### config.mk
export PLATFORM = sky130hd
export DESIGN_NAME = irq_redirect_router
export DESIGN_NICKNAME = d
export VERILOG_FILES = /design/src/rtl/irr_pkg.sv /design/src/rtl/irr_regfile.sv /design/src/rtl/irr_pin_front.sv /design/src/rtl/irr_arbiter.sv /design/src/rtl/irq_redirect_router.sv
export SDC_FILE = /design/constraint.sdc
export NUM_CORES = 1
export LEC_CHECK = 0
export BUFFER_PORTS_ARGS = -buffer_cell sky130_fd_sc_hd__buf_2
export CAP_MARGIN = 20
export CELL_PAD_IN_SITES_DETAIL_PLACEMENT = 0
export CELL_PAD_IN_SITES_GLOBAL_PLACEMENT = 1
export CORE_ASPECT_RATIO = 0.6
export CORE_UTILIZATION = 52
export CTS_CLUSTER_SIZE = 16
export DETAILED_ROUTE_END_ITERATION = 7
export PLACE_DENSITY = 0.83
export SLEW_MARGIN = 20
export SYNTH_ARGS = -nofsm -noshare
export SYNTH_HDL_FRONTEND = slang
export SYNTH_SLANG_ARGS = --single-unit
### constraint.sdc
create_clock -name clk -period 3.8 [get_ports clk]
set_input_delay 0.38 -clock clk [delete_from_list [all_inputs] [get_ports clk]]
set_output_delay 0.38 -clock clk [all_outputs]
set_load 0.01 [all_outputs]
### src/rtl/irr_pkg.sv
package irr_pkg;
   localparam int WORD_W    = 32;
   localparam int VEC_W     = 8;
   localparam int DLV_W     = 3;
   localparam int DEST_W    = 8;
   localparam int ID_W      = 4;
   // low entry word layout
   localparam int VEC_LSB   = 0;
   localparam int DLV_LSB   = 8;
   localparam int DMODE_BIT = 11;
   localparam int POL_BIT   = 13;
   localparam int TRIG_BIT  = 15;
   localparam int MASK_BIT  = 16;
   // high entry word and identification layout
   localparam int DEST_LSB  = 24;
   localparam int ID_LSB    = 24;

   typedef enum logic [DLV_W-1:0] {
      DLV_FIXED  = 3'd0,
      DLV_LOWPRI = 3'd1,
      DLV_SMI    = 3'd2,
      DLV_NMI    = 3'd4,
      DLV_INIT   = 3'd5,
      DLV_EXTINT = 3'd7
   } dlv_e;

   typedef struct packed {
      logic [DEST_W-1:0] dest;
      logic              dmode;
      logic [DLV_W-1:0]  dlv;
      logic [VEC_W-1:0]  vector;
   } irr_msg_t;
endpackage

### src/rtl/irr_regfile.sv
module irr_regfile
   import irr_pkg::*;
#(
   parameter int NUM_PINS   = 16,
   parameter int IDX_W      = 8,
   parameter int TABLE_BASE = 16,
   parameter int ADDR_W     = 5,
   parameter int SEL_OFF    = 0,
   parameter int WIN_OFF    = 16,
   parameter int ID_RESET   = 0
) (
   input  logic                            clk,
   input  logic                            rst_n,
   input  logic [ADDR_W-1:0]               bus_addr,
   input  logic                            bus_wr,
   input  logic [WORD_W-1:0]               bus_wdata,
   output logic [WORD_W-1:0]               bus_rdata,
   output logic [NUM_PINS-1:0][VEC_W-1:0]  cfg_vec,
   output logic [NUM_PINS-1:0][DLV_W-1:0]  cfg_dlv,
   output logic [NUM_PINS-1:0]             cfg_dmode,
   output logic [NUM_PINS-1:0]             cfg_pol,
   output logic [NUM_PINS-1:0]             cfg_trig,
   output logic [NUM_PINS-1:0]             cfg_mask,
   output logic [NUM_PINS-1:0][DEST_W-1:0] cfg_dest
);
   localparam int PIN_W     = $clog2(NUM_PINS);
   localparam int TABLE_END = TABLE_BASE + 2 * NUM_PINS;

   logic [WORD_W-1:0] sel_q;
   logic [ID_W-1:0]   id_q;
   logic [IDX_W-1:0]  idx;
   logic [IDX_W-1:0]  off;
   logic [PIN_W-1:0]  pin_sel;
   logic              odd, in_tab, is_id, sel_hit, win_hit, win_wr;
   logic [WORD_W-1:0] win_val;

   assign idx     = sel_q[IDX_W-1:0];
   assign off     = idx - IDX_W'(TABLE_BASE);
   assign pin_sel = PIN_W'(off >> 1);
   assign odd     = off[0];
   assign in_tab  = (int'(idx) >= TABLE_BASE) && (int'(idx) < TABLE_END);
   assign is_id   = (idx == '0);
   assign sel_hit = (bus_addr == ADDR_W'(SEL_OFF));
   assign win_hit = (bus_addr == ADDR_W'(WIN_OFF));
   assign win_wr  = bus_wr && win_hit;

   always_ff @(posedge clk or negedge rst_n) begin
      if (!rst_n) begin
         sel_q <= '0;
         id_q  <= ID_W'(ID_RESET);
      end else begin
         if (bus_wr && sel_hit) sel_q <= bus_wdata;
         if (win_wr && is_id)   id_q  <= bus_wdata[ID_LSB +: ID_W];
      end
   end

   // redirection table storage: only implemented fields are kept
   always_ff @(posedge clk or negedge rst_n) begin
      if (!rst_n) begin
         cfg_vec   <= '0;
         cfg_dlv   <= '0;
         cfg_dmode <= '0;
         cfg_pol   <= '0;
         cfg_trig  <= '0;
         cfg_mask  <= '1;
         cfg_dest  <= '0;
      end else if (win_wr && in_tab) begin
         for (int p = 0; p < NUM_PINS; p++) begin
            if (pin_sel == PIN_W'(p)) begin
               if (odd) begin
                  cfg_dest[p] <= bus_wdata[DEST_LSB +: DEST_W];
               end else begin
                  cfg_vec[p]   <= bus_wdata[VEC_LSB +: VEC_W];
                  cfg_dlv[p]   <= bus_wdata[DLV_LSB +: DLV_W];
                  cfg_dmode[p] <= bus_wdata[DMODE_BIT];
                  cfg_pol[p]   <= bus_wdata[POL_BIT];
                  cfg_trig[p]  <= bus_wdata[TRIG_BIT];
                  cfg_mask[p]  <= bus_wdata[MASK_BIT];
               end
            end
         end
      end
   end

   always_comb begin
      win_val = '0;
      if (is_id) begin
         win_val[ID_LSB +: ID_W] = id_q;
      end else if (in_tab) begin
         if (odd) begin
            win_val[DEST_LSB +: DEST_W] = cfg_dest[pin_sel];
         end else begin
            win_val[VEC_LSB +: VEC_W] = cfg_vec[pin_sel];
            win_val[DLV_LSB +: DLV_W] = cfg_dlv[pin_sel];
            win_val[DMODE_BIT]        = cfg_dmode[pin_sel];
            win_val[POL_BIT]          = cfg_pol[pin_sel];
            win_val[TRIG_BIT]         = cfg_trig[pin_sel];
            win_val[MASK_BIT]         = cfg_mask[pin_sel];
         end
      end
   end

   assign bus_rdata = sel_hit ? sel_q : (win_hit ? win_val : '0);
endmodule

### src/rtl/irr_pin_front.sv
module irr_pin_front #(
   parameter int NUM_PINS = 16
) (
   input  logic                clk,
   input  logic                rst_n,
   input  logic [NUM_PINS-1:0] irq_in,
   input  logic [NUM_PINS-1:0] cfg_pol,
   input  logic [NUM_PINS-1:0] cfg_trig,
   input  logic [NUM_PINS-1:0] cfg_mask,
   input  logic [NUM_PINS-1:0] grant,
   output logic [NUM_PINS-1:0] req
);
   for (genvar p = 0; p < NUM_PINS; p++) begin : g_pin
      logic act, prev_q, pend_q, done_q, edge_hit;

      assign act      = irq_in[p] ^ cfg_pol[p];
      assign edge_hit = act && !prev_q && !cfg_trig[p] && !cfg_mask[p];

      always_ff @(posedge clk or negedge rst_n) begin
         if (!rst_n) begin
            prev_q <= 1'b0;
            pend_q <= 1'b0;
            done_q <= 1'b0;
         end else begin
            prev_q <= act;
            pend_q <= (pend_q && !grant[p]) || edge_hit;
            done_q <= (done_q || (grant[p] && cfg_trig[p])) && act;
         end
      end

      assign req[p] = !cfg_mask[p] && (cfg_trig[p] ? (act && !done_q) : pend_q);
   end
endmodule

### src/rtl/irr_arbiter.sv
module irr_arbiter
   import irr_pkg::*;
#(
   parameter int NUM_PINS = 16
) (
   input  logic                            clk,
   input  logic                            rst_n,
   input  logic [NUM_PINS-1:0]             req,
   input  logic [NUM_PINS-1:0][VEC_W-1:0]  cfg_vec,
   input  logic [NUM_PINS-1:0][DLV_W-1:0]  cfg_dlv,
   input  logic [NUM_PINS-1:0]             cfg_dmode,
   input  logic [NUM_PINS-1:0][DEST_W-1:0] cfg_dest,
   input  logic                            msg_ready,
   output logic [NUM_PINS-1:0]             grant,
   output logic                            msg_valid,
   output irr_msg_t                        msg
);
   logic [NUM_PINS-1:0] lowest;
   irr_msg_t            pick;

   assign lowest = req & (~req + 1'b1);
   assign grant  = msg_valid ? '0 : lowest;

   always_comb begin
      pick = '0;
      for (int p = 0; p < NUM_PINS; p++) begin
         if (grant[p]) begin
            pick.vector = pick.vector | cfg_vec[p];
            pick.dlv    = pick.dlv    | cfg_dlv[p];
            pick.dmode  = pick.dmode  | cfg_dmode[p];
            pick.dest   = pick.dest   | cfg_dest[p];
         end
      end
   end

   always_ff @(posedge clk or negedge rst_n) begin
      if (!rst_n) begin
         msg_valid <= 1'b0;
         msg       <= '0;
      end else if (|grant) begin
         msg_valid <= 1'b1;
         msg       <= pick;
      end else if (msg_ready) begin
         msg_valid <= 1'b0;
      end
   end
endmodule

### src/rtl/irq_redirect_router.sv
module irq_redirect_router
   import irr_pkg::*;
#(
   parameter int NUM_PINS   = 16,
   parameter int IDX_W      = 8,
   parameter int TABLE_BASE = 16,
   parameter int ADDR_W     = 5,
   parameter int SEL_OFF    = 0,
   parameter int WIN_OFF    = 16,
   parameter int ID_RESET   = 0
) (
   input  logic                clk,
   input  logic                rst_n,
   input  logic [ADDR_W-1:0]   bus_addr,
   input  logic                bus_wr,
   input  logic [31:0]         bus_wdata,
   output logic [31:0]         bus_rdata,
   input  logic [NUM_PINS-1:0] irq_in,
   output logic                msg_valid,
   input  logic                msg_ready,
   output logic [7:0]          msg_vector,
   output logic [2:0]          msg_dlv,
   output logic                msg_dmode,
   output logic [7:0]          msg_dest
);
   if (NUM_PINS < 2) begin : g_chk_pins
      $error("NUM_PINS must be at least 2");
   end
   if (TABLE_BASE < 2 || (TABLE_BASE % 2) != 0) begin : g_chk_base
      $error("TABLE_BASE must be even and above the identification index");
   end
   if (IDX_W > 32 || TABLE_BASE + 2 * NUM_PINS > (1 << IDX_W)) begin : g_chk_idx
      $error("IDX_W too narrow for the redirection table");
   end
   if (SEL_OFF == WIN_OFF || SEL_OFF >= (1 << ADDR_W) || WIN_OFF >= (1 << ADDR_W)) begin : g_chk_off
      $error("bus offsets must differ and fit in ADDR_W");
   end
   if (ID_RESET < 0 || ID_RESET > 15) begin : g_chk_id
      $error("ID_RESET must fit in four bits");
   end

   logic [NUM_PINS-1:0][VEC_W-1:0]  cfg_vec;
   logic [NUM_PINS-1:0][DLV_W-1:0]  cfg_dlv;
   logic [NUM_PINS-1:0][DEST_W-1:0] cfg_dest;
   logic [NUM_PINS-1:0]             cfg_dmode, cfg_pol, cfg_trig, cfg_mask;
   logic [NUM_PINS-1:0]             req_w, grant_w;
   irr_msg_t                        msg_q;

   irr_regfile #(
      .NUM_PINS(NUM_PINS), .IDX_W(IDX_W), .TABLE_BASE(TABLE_BASE),
      .ADDR_W(ADDR_W), .SEL_OFF(SEL_OFF), .WIN_OFF(WIN_OFF), .ID_RESET(ID_RESET)
   ) u_regs (
      .clk(clk), .rst_n(rst_n),
      .bus_addr(bus_addr), .bus_wr(bus_wr), .bus_wdata(bus_wdata), .bus_rdata(bus_rdata),
      .cfg_vec(cfg_vec), .cfg_dlv(cfg_dlv), .cfg_dmode(cfg_dmode), .cfg_pol(cfg_pol),
      .cfg_trig(cfg_trig), .cfg_mask(cfg_mask), .cfg_dest(cfg_dest)
   );

   irr_pin_front #(.NUM_PINS(NUM_PINS)) u_front (
      .clk(clk), .rst_n(rst_n), .irq_in(irq_in),
      .cfg_pol(cfg_pol), .cfg_trig(cfg_trig), .cfg_mask(cfg_mask),
      .grant(grant_w), .req(req_w)
   );

   irr_arbiter #(.NUM_PINS(NUM_PINS)) u_arb (
      .clk(clk), .rst_n(rst_n), .req(req_w),
      .cfg_vec(cfg_vec), .cfg_dlv(cfg_dlv), .cfg_dmode(cfg_dmode), .cfg_dest(cfg_dest),
      .msg_ready(msg_ready), .grant(grant_w), .msg_valid(msg_valid), .msg(msg_q)
   );

   assign msg_vector = msg_q.vector;
   assign msg_dlv    = msg_q.dlv;
   assign msg_dmode  = msg_q.dmode;
   assign msg_dest   = msg_q.dest;
endmodule

==> results of run 1 <==
## report_power, final
part | internal, uW | total (uW) | switching [uW]
clock network | 2700 | 4710 | 2010
registers | 5280 | 5570 | 294
logic | 712 | 1850 | 1140
## synth_stat cells (5+ instances only)
master       n  area [um2]
a221oi_1    11        96.3
o2bb2ai_1   11        96.3
nand3_1      9        45.0
o21ai_0     39         195
buf_2       18        90.1
a22o_1      12         105
nand2b_1     8        50.1
dfrtp_1    457       11400
nand2_1     66         248
a31oi_1     15        93.8
o32a_1       5        50.1
nor3b_1     20         150
a211oi_1    12        90.1
a41oi_1     14         123
a31o_2       9        78.8
clkbuf_1    93         349
mux2_2     403        4540
xnor2_1      7        61.3
nor4_1       6        37.5
o2111ai_1    6        52.6
inv_1       41         154
buf_1       16        60.1
xor2_1       9        78.8
dfstp_2     16         420
nor3_1      28         140
o22ai_1     12        75.1
a21oi_1     12        60.1
a32oi_1     16         140
mux4_2     115        2590
a22oi_1     48         360
nor2_1      71         267
and2_1      11        68.8
or3_1        7        43.8
o41ai_1      7        61.3
a222oi_1    40         400
o21ai_1      6        30.0
## timing repair
action	CTS	global route
hold endpoints to repair	88	0
gates resized for setup	0	0
hold buffers	1	0
## through the flow
stage | area (um2) | std cells | total power [uW] | util
2_1_floorplan | 23400 | 1729 | 6580 | -
3_3_place_gp | 25100 | 2384 | 7420 | 0.572
3_5_place_dp | 25100 | 2384 | 7470 | 0.572
4_1_cts | 26600 | 2464 | 12100 | 0.607
5_1_grt | 26600 | 2464 | 12500 | 0.607
6_report | 26600 | 2465 | 12100 | 0.607
## routing by layer
metal  track usage  vias up
met3         0.110      171
li1              -     6947
met2         0.460     1119
met5             0        -
met4        0.0862        0
met1         0.504     8922
## worst max-delay path, delay by kind of cell (launching register included)
family | cells | cell delay [ns]
mux | 2 | 1.09
buf+inv | 3 | 0.69
flops | 1 | 0.74
compound gates | 1 | 0.08
## flip-flops by register name, summed over array words and instances, names as in the netlist, 20 cells and up
signal / count
u_regs.cfg_dlv: 48
u_regs.cfg_dest: 128
u_arb.msg: 20
u_regs.cfg_vec: 128
u_regs.sel_q: 32
## final cells by class
cell class | count | area [um2]
fillers | 3382 | 17200
well taps | 579 | 724
repair buffers | 206 | 1400
diodes | 1 | 2.50
flip-flops and latches | 473 | 11900
clock buffers | 64 | 1290
clock inverters | 15 | 218
inverters | 42 | 158
multi-input cells | 1085 | 11000
## cells by family (layout without fill, tap and decap cells)
| group | Yosys count | in the layout | synth area share |
|---|---|---|---|
| buf+inv | 171 | 327 | 0.0290 |
| mux | 518 | 518 | 0.305 |
| flops | 473 | 473 | 0.507 |
| compound gates | 292 | 292 | 0.0972 |
| xor+xnor | 17 | 17 | 0.00669 |
| other cells | 0 | 1 | 0 |
| simple gates | 258 | 258 | 0.0556 |
## final timing paths
kind	from	to	slack (ns)	cells past startpoint
worst min register to register	u_front.g_pin[11].prev_q	u_front.g_pin[11].pend_q	0.43	1
worst min-delay path	msg_ready	u_arb.msg_valid	0.04	2
min in group asynchronous	rst_n	u_regs.cfg_pol[9]	0.46	2
max in group asynchronous	rst_n	u_regs.cfg_vec[21]	2.33	3
worst max-delay path	u_regs.sel_q[1]	bus_rdata[5]	0.18	6
worst max register to register	u_regs.cfg_pol[0]	u_arb.msg[15]	0.28	9
==> out/metrics.cfg, run 1 <==
[outcome]
run_status=finished, final reports clean

[finish]
mostFrequentLayoutCell=dfrtp_1
drive_above_1_share=0.453
area_growth_syn_to_layout_pct=13.8
final_nets=1909
mostFrequentLayoutCells=dfrtp_1, mux2_2, mux4_2, buf_2, buf_4

[yosys]
yosys.cell_types.count=64
synth_edf_count=0
synth_nets=1786
synth_async_sr_flop_share=1.00
synth.yosys.seq_area_share=0.507
synth.cell_area_um2=23400
synth_ff_type=dfrtp_1
yosysWarnings=0
syn_area_per_cell_um2=13.5
netlist_instances=1729
ys_seq_elements=473

[placed_design]
place.gp.congestion=0.942
dpl.hpwl_um=49400
numPortBuffers=109
dp_slack_ns=0.337

[clocking]
cts-root-buf=clkbuf_16
cts_tree=yes
insertion_delay_ns=0.56
post_cts_buffers=0
ctsHtreeMaxLevel=2
numCtsBuffers=44
clk_pin_slew_ns=0.07
clkSinkCount=473
cts.path.max_buffers=3

[sta]
finalHoldViolations=0
setup_ws_ns=0.180
worst_pin_slew_ns=1.06
fin_skew_ns=0.0175
rsz0062_at_grt=no
relSlewSlack=0.292
period_needed_ns=3.62
fin_crit_sh=0.953
fmax_mhz=276
setup_violations=0
holdWs_ns=0.0364
maxSlewViolCount=0
setup_tns_ns=0

[global_route]
track_usage=0.333
grt-ovfl-total=0
grt_max_degree=100
grt_pass1_wl_um=113000
grt_pass1_vias=17200
grt_antenna_before_repair=0

[detailed_routing]
vias_per_cell=6.96
wl_met3_um=9560
met2_length_um=31300
first_iter_violations=2349
met1_length_um=32200
routed_wl_um=75100
vias=17200
drt_pre_antenna_iters=8
postRouteAntennaNets=0
drt-wirelength-per-cell_um=30.5
dr.max_layer_used=met4
route.detailed.drc=0

[die]
die_h_um=166
core-area_um2=43800
initial_core_util=0.533
ios=110
die_area_um2=45900
die_w_um=276
row_count=59

[setup_path]
cp-end-kind=output pin
max_stage_delay_ns=0.74
crit_required_ns=3.42
path_cells=buf_12, mux4_2, mux4_2, inv_1, o21ai_0, buf_2
slowest_stage=dfrtp_4
crit_type=reg -> out
crit_path_max_fanout=40
crit_path_frequent_cell=mux4_2
arrival_ns=3.24
start_kind=flop

[power]
ir_drop_mv=0.340
power.density_nw_per_um2=456
leakagePower_uw=0.0120

[min_path]
hold_class=in -> reg

[job]
cap_violations=0

Power figures use the tool's default switching activity.
==> inputs of run 2 (changes only) <==
--- a/config.mk
+++ b/config.mk
@@ -14,6 +14,7 @@
 export CTS_CLUSTER_SIZE = 16
 export DETAILED_ROUTE_END_ITERATION = 7
 export PLACE_DENSITY = 0.83
+export RECOVER_POWER = 100
 export SLEW_MARGIN = 20
 export SYNTH_ARGS = -nofsm -noshare
 export SYNTH_HDL_FRONTEND = slang
==> run 2 against run 1 <==
The flow now finishes with violations (DRC, capacitance limit, slew limit). Power shrank 0.57%. Clock power is essentially flat. Non-clock buffer count is the same. Largest cell class unchanged. Largest power group unchanged.
==> out/metrics.cfg, run 2 (synthesis gave the netlist of run 1 again) <==
[outcome]
run_status=finished with violations
violations=DRC, capacitance limit, slew limit

[power]
power.density_nw_per_um2=459
internal_power_uw=8650
switching_share=0.283
seq_power_share=0.462
clock_power_share=0.389
leakagePower_uw=0.0116
ir_drop_mv=0.339
combPwrFrac=0.150
switching_power_uw=3410

[sta]
maxSlewViolCount=113
period_needed_ns=3.61
fin_skew_ns=0.0221
finalHoldViolations=0
relSlewSlack=-0.744
setup_ws_ns=0.188
setup_violations=0
setup_tns_ns=0
fin_crit_sh=0.951
worst_pin_slew_ns=2.62
fmax_mhz=277
rsz0062_at_grt=no

[detailed_routing]
route.detailed.drc=4
vias_per_cell=6.90
vias=17000
drt-wirelength-per-cell_um=30.4
first_iter_violations=2238
postRouteAntennaNets=0
drt_pre_antenna_iters=8
wl_met3_um=10000
routed_wl_um=74900
met2_length_um=31000
dr.max_layer_used=met4
met1_length_um=31500

[setup_path]
arrival_ns=3.23
crit_required_ns=3.42
crit_path_max_fanout=13
crit_type=reg -> out
cp-end-kind=output pin
start_kind=flop

[clocking]
clkSinkCount=473
numCtsBuffers=44
insertion_delay_ns=0.56
cts-root-buf=clkbuf_16
clk_pin_slew_ns=0.07
cts_tree=yes
cts.path.max_buffers=3
ctsHtreeMaxLevel=2

[die]
core-area_um2=43800
die_w_um=276
die_h_um=166
row_count=59
die_area_um2=45900
initial_core_util=0.533
ios=110

[min_path]
hold_class=in -> reg

[global_route]
grt_pass1_wl_um=113000
grt_antenna_before_repair=0
grt-ovfl-total=0
track_usage=0.333
grt_max_degree=100
grt_pass1_vias=17200

[finish]
top_regs=u_regs.cfg_dest (128), u_regs.cfg_vec (128), u_regs.cfg_dlv (48)
area_growth_syn_to_layout_pct=12.3
drive_above_1_share=0.398
diodes=0
final_nets=1909
mostFrequentLayoutCell=dfrtp_1
mostFrequentLayoutCells=dfrtp_1, mux2_2, mux4_2, clkbuf_1, nor2_1

[placed_design]
dp_slack_ns=0.337
numPortBuffers=109
dpl.hpwl_um=49400
place.gp.congestion=0.942

[job]
cap_violations=2

run 2: cell count changes in the layout (fill, tap and decap cells not counted), sizes merged:
cell | before | now
clkbuf | 64 | 161
diode | 1 | 0
buf | 205 | 108
run 2: path summary, 6_finish.rpt:
kind,start,endpoint,slack (ns),depth (start not counted)
max,u_regs.sel_q[5],bus_rdata[3],0.19,7
min,msg_ready,u_arb.msg_valid,0.04,2
max reg2reg,u_regs.sel_q[5],u_regs.cfg_pol[9],0.19,9
min reg2reg,u_front.g_pin[11].prev_q,u_front.g_pin[11].pend_q,0.43,1
max in group asynchronous,rst_n,u_regs.cfg_dlv[5],0.67,3
min in group asynchronous,rst_n,u_regs.sel_q[10],1.16,2
run 2: area by class of cell:
cell class | count | area [um2]
clock inverters | 15 | 218
repair buffers | 206 | 1140
flip-flops and latches | 473 | 11900
clock buffers | 64 | 1290
fillers | 3466 | 17600
well taps | 579 | 724
inverters | 42 | 158
multi-input cells | 1085 | 10900
run 2: through the flow:
step	total power [uW]	utilization	instance area [um2]	hold WS, ns	instances
floorplan	6580	-	23400	0.0844	1729
CTS	12100	0.607	26600	0.0273	2464
global placement	7420	0.572	25100	0.411	2384
global route	12400	0.599	26300	0.0268	2464
detailed placement	7470	0.572	25100	0.431	2384
finish	12100	0.599	26300	0.0441	2464
run 2: repair_timing:
action	4_1_cts	5_1_grt
resized for setup	0	0
hold buffers	1	0
buffers inserted	0	0
hold endpoints to repair	88	0
run 2: critical path, stage by stage, from the launching register on:
cell	delay, ns
dfrtp_1	0.45
xnor2_1	0.16
nor3_1	0.13
buf_4	0.20
nor2b_1	0.32
nand2b_1	0.65
o21ai_0	0.53
clkbuf_2	0.21
run 2: layer usage:
metal | up-vias | global-route usage
met5 | - | 0
met3 | 171 | 0.110
met1 | 8771 | 0.504
met2 | 1095 | 0.460
li1 | 6956 | -
met4 | 0 | 0.0862
run 2: power groups by stage:
stage / Sequential (uW) / Combinational [uW] / Clock (uW)
floorplan: 5530 / 1050 / 0
global placement: 5650 / 1770 / 0
detailed placement: 5650 / 1820 / 0
CTS: 5570 / 1830 / 4740
global route: 5590 / 1900 / 4950
finish: 5570 / 1800 / 4690
